<file path="config.mk">
export PLATFORM = sky130hd
export DESIGN_NAME = irq_prio_unit
export DESIGN_NICKNAME = d
export VERILOG_FILES = /design/src/rtl/irq_prio_unit.sv
export SDC_FILE = /design/constraint.sdc
export NUM_CORES = 1
export LEC_CHECK = 0
export BUFFER_PORTS_ARGS = -buffer_cell sky130_fd_sc_hd__buf_2
export CORE_MARGIN = 4
export CORE_UTILIZATION = 48
export CTS_CLUSTER_SIZE = 14
export DETAILED_ROUTE_END_ITERATION = 10
export GPL_TIMING_DRIVEN = 1
export PLACE_DENSITY = 0.92
export SETUP_SLACK_MARGIN = 0.4
export SYNTH_ARGS = -nofsm -noshare
export SYNTH_HDL_FRONTEND = slang
export SYNTH_SLANG_ARGS = --single-unit
</file>
<file path="constraint.sdc">
create_clock -name clk -period 4.25 [get_ports clk]
set_clock_uncertainty 0.1 [all_clocks]
set_input_delay 0.425 -clock clk [delete_from_list [all_inputs] [get_ports clk]]
set_output_delay 0.425 -clock clk [all_outputs]
set_load 0.01 [all_outputs]
</file>
<file path="src/rtl/irq_prio_unit.sv">
module irq_prio_unit #(
  parameter int          SYNC_STAGES = 2,
  parameter logic [15:0] VEC_NMI     = 16'h0024,
  parameter logic [15:0] VEC_EDGE    = 16'h003C,
  parameter logic [15:0] VEC_HI      = 16'h0034,
  parameter logic [15:0] VEC_LO      = 16'h002C
) (
  input  logic        clk,
  input  logic        rst_n,
  input  logic        nmi_pin,
  input  logic        edge_pin,
  input  logic        lvl_hi_pin,
  input  logic        lvl_lo_pin,
  input  logic        sin_pin,
  input  logic        ei_strobe,
  input  logic        di_strobe,
  input  logic        mask_wr,
  input  logic [7:0]  mask_data,
  input  logic        boundary,
  output logic [7:0]  status,
  output logic        take,
  output logic [1:0]  take_idx,
  output logic [15:0] take_vec
);
  localparam int NPIN = 5;

  logic [NPIN-1:0] stg [SYNC_STAGES];
  logic [NPIN-1:0] pins_s;
  logic lo_s, hi_s, edge_s, nmi_s, sin_s;

  always_ff @(posedge clk or negedge rst_n) begin
    if (!rst_n) begin
      for (int i = 0; i < SYNC_STAGES; i++) stg[i] <= '0;
    end else begin
      stg[0] <= {sin_pin, nmi_pin, edge_pin, lvl_hi_pin, lvl_lo_pin};
      for (int i = 1; i < SYNC_STAGES; i++) stg[i] <= stg[i-1];
    end
  end

  assign pins_s = stg[SYNC_STAGES-1];
  assign {sin_s, nmi_s, edge_s, hi_s, lo_s} = pins_s;

  logic edge_prev, nmi_prev, edge_pend, nmi_arm, ie;
  logic [2:0] mask;

  wire edge_rise = edge_s & ~edge_prev;
  wire nmi_rise  = nmi_s & ~nmi_prev;

  wire req_nmi  = nmi_arm & nmi_s;
  wire req_edge = ie & ~mask[2] & edge_pend;
  wire req_hi   = ie & ~mask[1] & hi_s;
  wire req_lo   = ie & ~mask[0] & lo_s;
  wire any_req  = req_nmi | req_edge | req_hi | req_lo;
  wire accept   = boundary & any_req;

  logic [1:0]  win_idx;
  logic [15:0] win_vec;
  always_comb begin
    if (req_nmi)       begin win_idx = 2'd3; win_vec = VEC_NMI;  end
    else if (req_edge) begin win_idx = 2'd2; win_vec = VEC_EDGE; end
    else if (req_hi)   begin win_idx = 2'd1; win_vec = VEC_HI;   end
    else               begin win_idx = 2'd0; win_vec = VEC_LO;   end
  end

  wire take_maskable = accept & ~req_nmi;
  wire take_edge     = accept & (win_idx == 2'd2);
  wire clr_edge      = take_edge | (mask_wr & mask_data[4]);

  always_ff @(posedge clk or negedge rst_n) begin
    if (!rst_n) begin
      edge_prev <= 1'b0;
      nmi_prev  <= 1'b0;
      edge_pend <= 1'b0;
      nmi_arm   <= 1'b0;
      ie        <= 1'b0;
      mask      <= 3'b111;
      take      <= 1'b0;
      take_idx  <= '0;
      take_vec  <= '0;
    end else begin
      edge_prev <= edge_s;
      nmi_prev  <= nmi_s;
      if (edge_rise)     edge_pend <= 1'b1;
      else if (clr_edge) edge_pend <= 1'b0;
      if (!nmi_s || (accept && req_nmi)) nmi_arm <= 1'b0;
      else if (nmi_rise)                 nmi_arm <= 1'b1;
      ie <= (ie | ei_strobe) & ~di_strobe & ~take_maskable;
      if (mask_wr && mask_data[3]) mask <= mask_data[2:0];
      take <= accept;
      if (accept) begin
        take_idx <= win_idx;
        take_vec <= win_vec;
      end
    end
  end

  assign status = {sin_s, edge_pend, hi_s, lo_s, ie, mask};
endmodule

</file>
==> flow_summary.yaml <==
cts:
  cts.reportedPaths.clkPinSlew_ps: 120
  cts_tree: "built"
  cts-hold-fix-buffers: 1
  cts_setup_buffers: 0
  htreeDepth: 1
  root_buffer: "clkbuf_4"
  numCtsBuffers: 3
  clk-insertion-delay-late_ps: 300
  post_cts_resized: 0
  clk_path_buf_depth: 2
  cts_sinks: 24
power:
  powerDensity_nw_per_um2: 411
  leakage_nw: 0.536
  ir_worst_vdd_mv: 0.263
global_route:
  grt_pass1_wl_um: 2280
  grtUsageTotal_pct: 11.5
  grt_max_degree: 25
  first_global_vias: 533
  overflow: 0
  antenna_found_initial: 0
timing:
  max_clock_freq_mhz: 644
  fin_crit_sh_pct: 36.5
  max_slew_margin_pct: 66.4
  rsz0062_at_grt: "false"
  tns_ps: 0
  timing.final.max_slew_violations: 0
  period_needed_ps: 1550
  worstMarginPinSlew_ps: 504
  hold_viol_final: 0
  setup_viol: 0
yosys:
  synth_top_area_share_pct: 54.5
  synth_ff_type: "dfrtp_1"
  synth_edf_count: 0
  yosysMostFrequentCell: "dfrtp_1"
  synth_mux_area_share_pct: 4.55
  synthXorXnorAreaFrac_pct: 0
  syn-mean-instance-area_um2: 12.8
  synth_seq_cells: 24
  synth_compound_area_share_pct: 8.44
  synth.distinct_cells: 24
  synth_fa_ha_area_share_pct: 0
  postSynthCellCount: 75
  yosysWarnings: 0
  synthTopCellsByArea: "dfrtp_1, buf_4, dfstp_2"
  syn-cell-area_um2: 963
  ys_seq_area_share_pct: 62.7
  yosys.area_share.simple_pct: 8.70
  synthArstFlopShare_pct: 100
  yosys.area.top_type: "dfrtp_1"
  synth_top_family_by_area: "buffers and inverters"
  synth_commonest_cells: "dfrtp_1, buf_4, nand2_1"
status:
  status: "completed"
route:
  drt_iter0_drc: 1
  drt_pre_antenna_iters: 2
  routed_wl_um: 1410
  post_drt_wl_per_cell_um: 11.0
  ant_nets: 0
  drt_drc_violations_left: 0
  via_per_inst: 4.46
  vias: 571
finish:
  nFillCells: 166
  final_core_utilization_pct: 59.7
  drive_above_1_share_pct: 42.7
  num_antenna_cells: 0
  multi_input_area_um2: 254
  layout.nets: 123
  area_growth_pct: 12.9
  final-seq-area_um2: 604
setup_path:
  reg2reg_slack_ps: 2790
  critPathKind: "flip-flop to output pin"
  start_kind: "flip-flop"
  critical_path.max_fanout: 5
  slowest_stage: "dfstp_2"
  crit_required_ps: 3720
  reg2reg_depth: 4
  r2r-end: "take_vec[2]$_DFFE_PN0P_"
  crit_arrival_ps: 1030
  cp-end-kind: "output pin"
  crit_family: "flip-flops"
  crit_chain: "buf_2"
  worstReg2RegStart: "mask[2]$_DFFE_PN1P_"
  path_buf_inv: 1
  cpPeakStageDelay_ps: 590
floorplan:
  core-area_um2: 1820
  die_h_um: 52.8
  die_area_um2: 2790
  rows: 15
  io_pins: 46
  dieWidth_um: 52.8
  start_util_pct: 52.9
placed_design:
  io_buffers: 30
  routabilityCongestion: 0.778
  hpwl_um: 1110
hold_path:
  holdPathEnd: "stg[8]$_DFF_PN0_"
  hold_class: "input port to flip-flop"
  whs_path_depth: 1
  hp-start: "nmi_pin"
job:
  maxCapViolations: 0
[routing by layer]
metal / share of wire (%) / vias to the layer above / GRT usage [%]
met4: 1.1 / 0 / 5.11
met5: 0 / - / 0
met1: 38 / 264 / 13.8
li1: - / 270 / -
met2: 49 / 35 / 18.4
met3: 12 / 2 / 3.99
[registers in the layout, summed over array words and instances (netlist names), 2 cells and up]
register / count
pins_s: 5
stg: 5
mask: 3
take_vec: 3
take_idx: 2
[logic make-up after synthesis]
logic type,Yosys count
buffers and inverters,21
multiplexers,4
AND/OR/NAND/NOR,15
AO/OA/AOI/OAI,10
flip-flops,24
other,1
[final cells by class]
class | count | area share (%)
inverters | 3 | 1.04
multi-input cells | 41 | 23.4
well taps | 25 | 2.88
repair buffers | 31 | 14.7
flip-flops and latches | 24 | 55.6
clock buffers | 4 | 2.42
[worst max-delay path by stage]
stage	start	end	slack, ps	cells after the start
after global routing	mask[2]$_DFFE_PN1P_	status[2]	2640	1
after CTS	mask[2]$_DFFE_PN1P_	status[2]	2680	1
after detailed placement	mask[2]$_DFFE_PN1P_	take_vec[2]$_DFFE_PN0P_	2790	4
final	mask[2]$_DFFE_PN1P_	status[2]	2700	1
after floorplan	mask[2]$_DFFE_PN1P_	take_vec[2]$_DFFE_PN0P_	2840	4
after global placement	mask[2]$_DFFE_PN1P_	take_vec[2]$_DFFE_PN0P_	2810	4
[cells in the final DEF, fill, tap and decap left out, drive strengths merged, types with 2 or more instances in the layout]
master	n
inv	3
nor2b	3
dfrtp	21
conb	12
o21ai	2
dfstp	3
nand2	6
buf	30
mux2	3
a21boi	2
clkbuf	4
nor2	2
[power by group]
part / leakage, nW / switching, W / internal, W
logic: 0.244 / 0.0000426 / 0.0000373
clock network: 0.0150 / 0.0000602 / 0.0000366
registers: 0.277 / 0.0000146 / 0.000256
total: 0.536 / 0.000117 / 0.000330
[per-stage QoR]
| step | hold WS [ps] | total power (W) | cell area, µm² | cells | worst slack, ps |
|---|---|---|---|---|---|
| 6_report | 113 | 0.000447 | 1090 | 128 | 2700 |
| 5_1_grt | 92.5 | 0.000477 | 1090 | 128 | 2640 |
| 4_1_cts | 100 | 0.000454 | 1090 | 128 | 2680 |
| 3_5_place_dp | 237 | 0.000356 | 1050 | 123 | 2790 |
| 3_3_place_gp | 232 | 0.000352 | 1050 | 123 | 2810 |
| 2_1_floorplan | 29.4 | 0.000331 | 1000 | 86 | 2840 |
No activity file was read; power rests on OpenSTA's default activity.
